File: config.mk
export PLATFORM = sky130hd
export DESIGN_NAME = slp_ctrl
export DESIGN_NICKNAME = d
export VERILOG_FILES = /design/src/rtl/slp_pkg.sv /design/src/rtl/slp_wake_arb.sv /design/src/rtl/slp_entry_dec.sv /design/src/rtl/slp_status_enc.sv /design/src/rtl/slp_ctrl.sv
export SDC_FILE = /design/constraint.sdc
export NUM_CORES = 1
export LEC_CHECK = 0
export ABC_AREA = 1
export BUFFER_PORTS_ARGS = -buffer_cell sky130_fd_sc_hd__buf_2
export CORE_ASPECT_RATIO = 0.6
export CORE_UTILIZATION = 47
export CTS_CLUSTER_DIAMETER = 120
export DETAILED_ROUTE_END_ITERATION = 6
export MAX_ROUTING_LAYER = met4
export PLACE_DENSITY = 0.79
export SLEW_MARGIN = 20
export SYNTH_ARGS = -nofsm -noshare
export SYNTH_HDL_FRONTEND = slang
export SYNTH_HIERARCHICAL = 1
export SYNTH_SLANG_ARGS = --single-unit
File: constraint.sdc
create_clock -name clk -period 1.57 [get_ports clk]
set_input_delay 0.157 -clock clk [delete_from_list [all_inputs] [get_ports clk]]
set_output_delay 0.157 -clock clk [all_outputs]
set_load 0.05 [all_outputs]
File: src/rtl/slp_pkg.sv
package slp_pkg;
    typedef enum logic [1:0] {
        ST_RUN   = 2'd0,
        ST_LIGHT = 2'd1,
        ST_DEEP  = 2'd2
    } slp_state_e;

    typedef enum logic [1:0] {
        SRC_NONE = 2'd0,
        SRC_NMI  = 2'd1,
        SRC_EXT  = 2'd2,
        SRC_PER  = 2'd3
    } wake_src_e;
endpackage

File: src/rtl/slp_wake_arb.sv
module slp_wake_arb #(
    parameter int CODE_W   = 12,
    parameter int LVL_W    = 4,
    parameter int LVL_SH   = 5,
    parameter logic [CODE_W-1:0] NMI_CODE = 12'h1C0,
    parameter logic [CODE_W-1:0] EXT_BASE = 12'h200
) (
    input  logic              irq_nmi,
    input  logic [LVL_W-1:0]  irq_ext_lvl,
    input  logic              irq_per,
    input  logic [CODE_W-1:0] per_code,
    output logic              any_vld,
    output slp_pkg::wake_src_e win_src,
    output logic [CODE_W-1:0] win_code
);
    import slp_pkg::*;

    localparam int EXT_W = LVL_W + LVL_SH;

    logic              ext_req;
    logic [CODE_W-1:0] ext_code;

    assign ext_req  = |irq_ext_lvl;
    assign ext_code = EXT_BASE + CODE_W'({irq_ext_lvl, {LVL_SH{1'b0}}});

    always_comb begin
        win_src  = SRC_NONE;
        win_code = '0;
        if (irq_nmi) begin
            win_src  = SRC_NMI;
            win_code = NMI_CODE;
        end else if (ext_req) begin
            win_src  = SRC_EXT;
            win_code = ext_code;
        end else if (irq_per) begin
            win_src  = SRC_PER;
            win_code = per_code;
        end
    end

    assign any_vld = (win_src != SRC_NONE);

    if (EXT_W > CODE_W) begin : g_bad_width
        initial $error("slp_wake_arb: CODE_W too small for level code");
    end
endmodule

File: src/rtl/slp_entry_dec.sv
module slp_entry_dec (
    input  logic sleep_stb,
    input  logic stby_bit,
    input  logic dslp_bit,
    input  logic in_run,
    output logic go_light,
    output logic go_deep,
    output logic go_stby
);
    logic take;

    assign take     = sleep_stb & in_run;
    assign go_stby  = take & stby_bit;
    assign go_light = take & ~stby_bit & ~dslp_bit;
    assign go_deep  = take & ~stby_bit & dslp_bit;
endmodule

File: src/rtl/slp_status_enc.sv
module slp_status_enc (
    input  slp_pkg::slp_state_e state,
    output logic cpu_halt,
    output logic dma_clk_en,
    output logic ckout_en,
    output logic stat1,
    output logic stat0
);
    import slp_pkg::*;

    always_comb begin
        cpu_halt   = 1'b0;
        dma_clk_en = 1'b1;
        ckout_en   = 1'b1;
        stat1      = 1'b0;
        stat0      = 1'b0;
        unique case (state)
            ST_LIGHT: begin
                cpu_halt = 1'b1;
                stat1    = 1'b1;
            end
            ST_DEEP: begin
                cpu_halt   = 1'b1;
                dma_clk_en = 1'b0;
                stat1      = 1'b1;
            end
            default: ;
        endcase
    end
endmodule

File: src/rtl/slp_ctrl.sv
module slp_ctrl #(
    parameter int CODE_W   = 12,
    parameter int LVL_W    = 4,
    parameter logic [CODE_W-1:0] NMI_CODE = 12'h1C0,
    parameter logic [CODE_W-1:0] EXT_BASE = 12'h200
) (
    input  logic              clk,
    input  logic              rst_n,
    input  logic              sleep_stb,
    input  logic              stby_bit,
    input  logic              dslp_bit,
    input  logic              blk_bit,
    input  logic              irq_nmi,
    input  logic [LVL_W-1:0]  irq_ext_lvl,
    input  logic              irq_per,
    input  logic [CODE_W-1:0] per_code,
    input  logic              por_pin,
    input  logic              mrst_pin,
    input  logic              wdt_por,
    input  logic              wdt_mrst,
    output logic              cpu_halt,
    output logic              dma_clk_en,
    output logic              ckout_en,
    output logic              stat1,
    output logic              stat0,
    output logic              standby_req,
    output logic              wake_vld,
    output logic [CODE_W-1:0] evt_code
);
    import slp_pkg::*;

    localparam int LVL_SH = 5;

    typedef struct packed {
        slp_state_e        state;
        logic              wake;
        logic              stby;
        logic [CODE_W-1:0] code;
    } ctl_regs_t;

    ctl_regs_t r_d, r_q;

    logic              rst_any;
    logic              in_run;
    logic              go_light, go_deep, go_stby;
    logic              irq_vld;
    logic              wake_ok;
    wake_src_e         win_src;
    logic [CODE_W-1:0] win_code;

    assign rst_any = por_pin | mrst_pin | wdt_por | wdt_mrst;
    assign in_run  = (r_q.state == ST_RUN);

    slp_entry_dec u_entry (
        .sleep_stb (sleep_stb),
        .stby_bit  (stby_bit),
        .dslp_bit  (dslp_bit),
        .in_run    (in_run),
        .go_light  (go_light),
        .go_deep   (go_deep),
        .go_stby   (go_stby)
    );

    slp_wake_arb #(
        .CODE_W   (CODE_W),
        .LVL_W    (LVL_W),
        .LVL_SH   (LVL_SH),
        .NMI_CODE (NMI_CODE),
        .EXT_BASE (EXT_BASE)
    ) u_arb (
        .irq_nmi     (irq_nmi),
        .irq_ext_lvl (irq_ext_lvl),
        .irq_per     (irq_per),
        .per_code    (per_code),
        .any_vld     (irq_vld),
        .win_src     (win_src),
        .win_code    (win_code)
    );

    // The block bit only matters while running; a sleeping core accepts all.
    assign wake_ok = irq_vld & (~in_run | ~blk_bit) & (win_src != SRC_NONE);

    always_comb begin
        r_d      = r_q;
        r_d.wake = 1'b0;
        r_d.stby = 1'b0;
        if (rst_any) begin
            r_d.state = ST_RUN;
        end else begin
            unique case (r_q.state)
                ST_RUN: begin
                    if (go_light) r_d.state = ST_LIGHT;
                    if (go_deep)  r_d.state = ST_DEEP;
                    r_d.stby = go_stby;
                end
                ST_LIGHT, ST_DEEP: begin
                    if (wake_ok) begin
                        r_d.state = ST_RUN;
                        r_d.wake  = 1'b1;
                        r_d.code  = win_code;
                    end
                end
                default: r_d.state = ST_RUN;
            endcase
        end
    end

    always_ff @(posedge clk or negedge rst_n) begin
        if (!rst_n) begin
            r_q <= '{state: ST_RUN, wake: 1'b0, stby: 1'b0, code: '0};
        end else begin
            r_q <= r_d;
        end
    end

    slp_status_enc u_stat (
        .state      (r_q.state),
        .cpu_halt   (cpu_halt),
        .dma_clk_en (dma_clk_en),
        .ckout_en   (ckout_en),
        .stat1      (stat1),
        .stat0      (stat0)
    );

    assign standby_req = r_q.stby;
    assign wake_vld    = r_q.wake;
    assign evt_code    = r_q.code;
endmodule

# Word level (Yosys, flattened, before mapping)
# Cells that the tools add are included.
# word_totals
ff_bits	16
wordCells	49
input_bits	28
output_inout_bits	19
# classes
mux	18
reduce_logical	6
bitwise	16
add_sub_neg	1
eq_ne	4
# op_table
operator	count
12-bit 2-to-1 mux	5
14-bit 2-to-1 mux	1
2-bit 2-to-1 mux	6
10-bit by 9-bit adder with 11-bit output, first input constant	1
1-bit AND	7
1-bit NOT	5
1-bit 2-to-1 mux	4
4-bit by 2-bit != test with 1-bit output, second input constant	1
1-bit bitwise OR	4
2-bit case mux with 2 select lines	1
4-bit OR reduction	1
3-bit 2-to-1 mux	1
3-bit by 1-bit != test with 1-bit output, second input constant	1
3-bit AND reduction	1
2-bit by 1-bit equality test with 1-bit output, second input constant	1
2-bit equality test, second input constant	1
2-bit logical NOT	1
2-bit AND reduction	1
2-bit nonzero test	1
2-bit OR reduction	1

# Logic depth before layout (Yosys ltp)
# Gate-level depths: netlist of the first run.
# logic_depth
word_depth	9
ltp_mapped	12
ltp_nobuf	11

# By module
# The synthesis of the first run kept the hierarchy.
# modules_own_cells
mod	area_each_um2	cells_per_inst	instances
slp_ctrl	790.8	100	1
slp_wake_arb	252.7	45	1
slp_status_enc	53.8	9	1
slp_entry_dec	32.5	7	1

# Worst setup path before layout of the first run
# No wires, ideal clock.
# synth_path
path_type	register -> output
from	reg r_q[14] in the netlist's numbering
to	out stat1
slack_ns	0.154
stages_incl_launch_ff	5
arrival_time_ns	1.259
path_cell_list	dfrtp_1 -> inv_1 -> ha_1 -> inv_1 -> buf_4
# synth_via
elab_chain_len	3
elab_cells_between_ends	4
cone_classes	eq/ne (2); mux (1); reduce/logical (1)
# synth_rtl
item	line	rtl
from (decl)	slp_ctrl.sv:41	ctl_regs_t r_d, r_q;
from (signal assigned)	slp_ctrl.sv:110	r_q <= '{state: ST_RUN, wake: 1'b0, stby: 1'b0, code: '0};
from (signal assigned)	slp_ctrl.sv:112	r_q <= r_d;
2-bit by 1-bit equality test with 1-bit output / 2-bit equality test (equally long branches)	n/a	
2-bit OR reduction (no source line) (*)	n/a	
1-bit 2-to-1 mux (*)	n/a	
to (decl)	slp_ctrl.sv:24	output logic stat1,
# Every way passes the cells marked *; elsewhere a longest branch is shown, timed or not.

# Worst setup path in the final report of the first run
# layout_path
from	reg r_q[15] in the netlist's numbering
to	out stat1
# layout_via
elab_chain_len	3
elab_cells_between_ends	4
cone_classes	eq/ne (2); mux (1); reduce/logical (1)
# layout_rtl
item	line	rtl
2-bit by 1-bit equality test with 1-bit output / 2-bit equality test (equally long branches)	slp_status_enc.sv:17	unique case (state)
2-bit OR reduction (no source line) (*)	n/a	
1-bit 2-to-1 mux (*)	slp_status_enc.sv:17	
# Marked as above.

==> results of run 1 <==
power by group:
| part | total, mW | switching, mW | internal [mW] |
|---|---|---|---|
| combinational | 0.152 | 0.0992 | 0.0523 |
| sequential | 0.419 | 0.00252 | 0.417 |
| clock | 0.364 | 0.141 | 0.223 |
| total | 0.934 | 0.243 | 0.692 |
worst paths after layout:
kind | cells after the start | endpoint | slack [ns] | start
worst max register to register | 8 | evt_code[9] | 0.10 | r_q[14]
min in group asynchronous | 2 | standby_req | 0.35 | rst_n
worst min-delay path | 4 | r_q[14] | 0.22 | dslp_bit
max in group asynchronous | 2 | evt_code[2] | 0.96 | rst_n
worst max-delay path | 4 | stat1 | 0.08 | r_q[15]
worst min register to register | 2 | evt_code[4] | 0.47 | evt_code[4]
Yosys cell counts, drive strengths merged:
cell / count / area, um^2
buf: 20 / 153
dfrtp: 16 / 400
nand4: 1 / 6.26
nor2b: 1 / 6.26
conb: 2 / 7.51
a21oi: 1 / 5.00
nand3: 6 / 35.0
ha: 2 / 25.0
nand2: 66 / 253
nor2: 18 / 77.6
nor3: 7 / 70.1
inv: 17 / 63.8
o21ai: 4 / 27.5
cell families after synthesis:
family | count (synthesis) | synth area share
flip-flops | 16 | 0.354
AND/OR/NAND/NOR | 99 | 0.396
adder cells (fa/ha/maj) | 2 | 0.0221
other | 2 | 0.00665
AO/OA/AOI/OAI | 5 | 0.0288
buffers and inverters | 37 | 0.192
layout make-up:
class                   count  share of cell area
multi-input cells         108               0.388
well taps                  30              0.0276
clock buffers               4              0.0405
inverters                  17              0.0488
flip-flops and latches     16               0.294
repair buffers             50               0.201
sequential cells by signal, summed over array words and instances, names as in the netlist:
| name | count |
|---|---|
| standby_req | 1 |
| wake_vld | 1 |
| r_q | 2 |
| evt_code | 12 |
worst max-delay path, cell delays in order, from the launching register on:
cell	delay (ns)
dfrtp_1	0.41
buf_4	0.14
ha_1	0.25
inv_1	0.07
buf_4	0.20
stage by stage:
step	power [mW]	area (um^2)	hold WS, ns	worst slack, ns	std cells
6_report	0.934	1360	0.222	0.0808	225
5_1_grt	0.984	1360	0.235	-0.00804	225
4_1_cts	0.941	1320	0.210	0.0288	223
3_5_place_dp	0.574	1260	0.0838	0.0405	218
3_3_place_gp	0.569	1260	0.0831	0.132	218
2_1_floorplan	0.524	1130	-0.139	0.154	161
routing by layer:
metal,wire [um],part of all wire,vias to the layer above,GRT usage
met2,1210,0.49,30,0.402
met5,0,0,-,-
met4,13,0.0052,0,0.0815
met3,130,0.052,2,0.0625
li1,-,-,538,-
met1,1140,0.46,469,0.252
timing repair:
action	CTS	global route
setup buffers	0	2
hold buffers	1	0
resized for setup	0	8
endpoints found under the hold margin	16	0
setup endpoints to repair	0	14
==> flow_summary.json, run 1 <==
{
  "status": "finished, final reports clean",
  "viasPerCell": 4.62,
  "vdd_ir_drop_max_uv": 365,
  "ff_latch_area_um2": 400,
  "fillers": 220,
  "wl_per_cell_um": 11.1,
  "grt_max_degree": 17,
  "final_cell_mix": "64 x nand2_1, 42 x buf_2, 16 x inv_1, 16 x dfrtp_1, 13 x nor2_1",
  "drtIter0Drc": 45,
  "cts_buffers": 3,
  "place.gp.congestion": 0.866,
  "portBuffers": 44,
  "setup_viol": 0,
  "required_ns": 1.41,
  "antenna_found_initial": 0,
  "cp-start-kind": "register",
  "insertion_delay_ns": 0.25,
  "ys_seq_area_frac": 0.354,
  "path_class": "reg2out",
  "drive_gt1_frac": 0.369,
  "total_leakage_power_nw": 0.810,
  "multi_input_area_um2": 528,
  "overflow": 0,
  "ant_nets": 0,
  "dp_hpwl_um": 2000,
  "final_common_cell": "nand2_1",
  "cts.sinks": 16,
  "cts_tree": "built",
  "diodes": 0,
  "vias": 1039,
  "yosys_register_bits": 16,
  "finalCritPeriodShare": 0.949,
  "synth.avg_cell_area_um2": 7.02,
  "synth_warnings": 6,
  "io_pins": 47,
  "core_um2": 2210,
  "grt_pass1_vias": 949,
  "critPathArrivalTime_ns": 1.33,
  "cts_buffer_depth": 2,
  "end_kind": "output port",
  "grt_pass1_wl_um": 4040,
  "postSynthNetCount": 191,
  "powerDensity_nw_per_um2": 687,
  "finClkSkew_ns": 0.00319,
  "area_growth_syn_to_layout_pct": 20.4,
  "post-route-util": 0.615,
  "dr.pass1.iters": 4,
  "track_usage": 0.225,
  "die_width_um": 65.3,
  "clkSlewWorstSetupHoldPaths_ns": 0.06,
  "period_minus_slack_ns": 1.49,
  "initial_core_util": 0.511,
  "hold_violations": 0,
  "final_net_count": 226,
  "synthCells": 161,
  "tns_ns": 0,
  "num_rows": 13,
  "synthDistinctLibCells": 20,
  "fmaxAchievable_mhz": 672,
  "drc": 0,
  "hold_class": "in2reg",
  "die_area_um2": 2610,
  "root_buffer": "clkbuf_8",
  "drv_cap": 0,
  "syn_area_um2": 1130,
  "wl_um": 2490,
  "die_y_um": 40.0,
  "cts.htree.levels": 1,
  "slew_viol_final": 0,
  "crit_path_max_fanout": 3
}
(Power assumes the default switching activity.)
==> run 2, diff against run 1 <==
--- a/config.mk
+++ b/config.mk
@@ -8,13 +8,12 @@
 export ABC_AREA = 1
 export BUFFER_PORTS_ARGS = -buffer_cell sky130_fd_sc_hd__buf_2
 export CORE_ASPECT_RATIO = 0.6
-export CORE_UTILIZATION = 47
+export CORE_UTILIZATION = 45
 export CTS_CLUSTER_DIAMETER = 120
 export DETAILED_ROUTE_END_ITERATION = 6
 export MAX_ROUTING_LAYER = met4
-export PLACE_DENSITY = 0.79
+export PLACE_DENSITY = 0.78
 export SLEW_MARGIN = 20
 export SYNTH_ARGS = -nofsm -noshare
 export SYNTH_HDL_FRONTEND = slang
-export SYNTH_HIERARCHICAL = 1
 export SYNTH_SLANG_ARGS = --single-unit
==> run 2 against run 1 <==
  * Global-route usage shrank 3.6 points
  * Final cell count shrank 15%
  * Synthesized area shrank 13%
  * Setup slack lost 0.0096 ns
  * Die area shrank 8.3%
  * Clock skew grew 0.0063 ns
  * Power shrank 16%
  * Clock power shrank 44%
  * Routed wire length shrank 16%
  * Critical path type is now reg2reg
  * Critical endpoint is now evt_code[2]
==> flow_summary.json, run 2 <==
{
  "io_pins": 47,
  "ys_seq_area_frac": 0.405,
  "clkSlewWorstSetupHoldPaths_ns": 0.09,
  "cts.htree.levels": 1,
  "synth.avg_cell_area_um2": 7.66,
  "hold_violations": 0,
  "drtIter0Drc": 58,
  "final_cell_mix": "44 x nand2_1, 44 x buf_2, 16 x dfrtp_1, 8 x nor2_1, 8 x inv_1",
  "end_kind": "register",
  "r2r_setup_slack_ns": 0.07,
  "synth_mux_area_frac": 0,
  "async_flop_share": 1.00,
  "yosysMostFrequentCell": "nand2_1",
  "fillers": 198,
  "insertion_delay_ns": 0.28,
  "slew_viol_final": 0,
  "placed_area_um2": 1130,
  "post-place-cells": 185,
  "die_area_um2": 2390,
  "drc": 0,
  "portBuffers": 44,
  "hold_class": "in2reg",
  "drive_gt1_frac": 0.366,
  "crit_path_max_fanout": 10,
  "track_usage": 0.190,
  "ys.flop_type": "dfrtp_1",
  "critPathLaunch": "r_q[14]",
  "synthDistinctLibCells": 18,
  "fmaxAchievable_mhz": 667,
  "core_um2": 1950,
  "synth-edff-count": 0,
  "layout.cells.non_filler": 192,
  "wl_per_cell_um": 10.9,
  "rr_startpoint": "r_q[14]",
  "status": "finished, final reports clean",
  "diodes": 0,
  "ant_nets": 0,
  "cts_buffer_depth": 2,
  "postSynthNetCount": 160,
  "vias": 918,
  "die_y_um": 38.3,
  "die_width_um": 62.5,
  "post-place-ws_ns": 0.0752,
  "reg2reg_to": "evt_code[2]",
  "total_leakage_power_nw": 0.682,
  "synth_top_family_by_area": "simple AND/OR/NAND/NOR gates",
  "rr_worst_depth": 8,
  "overflow": 0,
  "crit_end": "evt_code[2]",
  "design_area_um2": 1210,
  "grt_pass1_wl_um": 3380,
  "fin_ws_ns": 0.0712,
  "cts_tree": "built",
  "powerDensity_nw_per_um2": 648,
  "synth_top_area_cell": "dfrtp_1",
  "grt_pass1_vias": 803,
  "synth_fa_ha_area_frac": 0.0380,
  "path_class": "reg2reg",
  "yosys-top-cells-area": "dfrtp_1 41%, nand2_1 17%, buf_4 11%, ha_1 3.8%, nand3_1 3.5%",
  "finClkSkew_ns": 0.00952,
  "rsz0062_at_grt": "false",
  "synth_warnings": 0,
  "num_rows": 12,
  "root_buffer": "clkbuf_4",
  "largest_reg_flops": 12,
  "cts_buffers": 3,
  "yosys.area_share.xor_xnor": 0,
  "tns_ns": 0,
  "critPathArrivalTime_ns": 1.66,
  "grt_max_degree": 21,
  "setup_viol": 0,
  "synth_common_cells": "44 x nand2_1, 16 x dfrtp_1, 15 x buf_4, 8 x inv_1, 8 x nor2_1",
  "dr.pass1.iters": 4,
  "required_ns": 1.73,
  "vdd_ir_drop_max_uv": 293,
  "drv_cap": 0,
  "cp-start-kind": "register",
  "dp_hpwl_um": 1640,
  "cts.sinks": 16,
  "wl_um": 2100,
  "antenna_found_initial": 0,
  "synth-simple-area-share": 0.301,
  "synth_compound_area_frac": 0.0608,
  "place.gp.congestion": 0.849,
  "final_net_count": 197,
  "area_growth_syn_to_layout_pct": 22.5,
  "initial_core_util": 0.506,
  "synthCells": 129,
  "period_minus_slack_ns": 1.50,
  "hp-start": "stby_bit",
  "syn_area_um2": 988,
  "viasPerCell": 4.78,
  "finalCritPeriodShare": 0.955,
  "yosys_register_bits": 16,
  "yosysTopAreaCellShare": 0.405
}
==> run 2: changes by cell type after synthesis, moves of 6 or more <==
cell     delta
inv_1       -8
o21ai_1     +7
nand2_1    -20
nor3_2      -7
nor2_1      -6
==> run 2: how the worst min path moves through the flow <==
stage | end | slack [ns] | depth (start not counted)
after floorplan | evt_code[0] | -0.14 | 0
after global placement | evt_code[3] | 0.08 | 1
final | standby_req | 0.12 | 3
after global routing | standby_req | 0.11 | 3
after detailed placement | evt_code[3] | 0.09 | 1
after CTS | standby_req | 0.11 | 3
==> run 2: routing by layer <==
metal,routed length [um],GRT usage,share of wire,vias up
met4,0,0.0174,0,0
met3,156,0.0417,0.074,0
met5,0,-,0,-
met2,1030,0.326,0.49,41
met1,918,0.243,0.44,415
li1,-,-,-,462
==> run 2: logic make-up (layout without fill, tap and decap cells) <==
kind of cell             Yosys count  in the layout
AND/OR/NAND/NOR                   69             69
buffers and inverters             27             62
flip-flops                        16             16
AO/OA/AOI/OAI                     12             12
adder cells (fa/ha/maj)            3              3
other                              2              2
==> run 2: metrics by stage <==
step | total power, mW | utilization | hold WS, ns
2_1_floorplan | 0.537 | - | -0.139
3_3_place_gp | 0.581 | 0.579 | 0.0769
3_5_place_dp | 0.586 | 0.579 | 0.0884
4_1_cts | 0.793 | 0.596 | 0.107
5_1_grt | 0.824 | 0.621 | 0.112
6_report | 0.785 | 0.621 | 0.120
==> run 2: final cells by class <==
| cell class | instances | area, um^2 | area share |
|---|---|---|---|
| multi-input combinational | 86 | 413 | 0.341 |
| sequential | 16 | 400 | 0.331 |
| timing repair buffer | 49 | 290 | 0.240 |
| inverter | 10 | 50.0 | 0.0413 |
| tap | 28 | 35.0 | 0.0289 |
| clock buffer | 3 | 22.5 | 0.0186 |
==> run 2: critical path, cell delays in order, from the launching register on <==
cell	delay, ns
dfrtp_1	0.37
inv_1	0.07
ha_2	0.34
nand3_1	0.11
inv_2	0.10
nand3_4	0.09
buf_12	0.16
nand2_1	0.07
o21ai_1	0.07
==> run 2: repair_timing <==
item	in CTS	in global routing
hold endpoints to repair	16	0
setup buffers	0	2
setup endpoints to repair	0	7
resized for setup	0	2
hold buffers	1	0
==> run 2: power breakdown <==
part           internal, mW  leakage (nW)  switching [mW]  total [mW]
sequential            0.421         0.222         0.00506       0.426
clock                0.0889        0.0138           0.115       0.203
combinational        0.0508         0.446           0.105       0.155
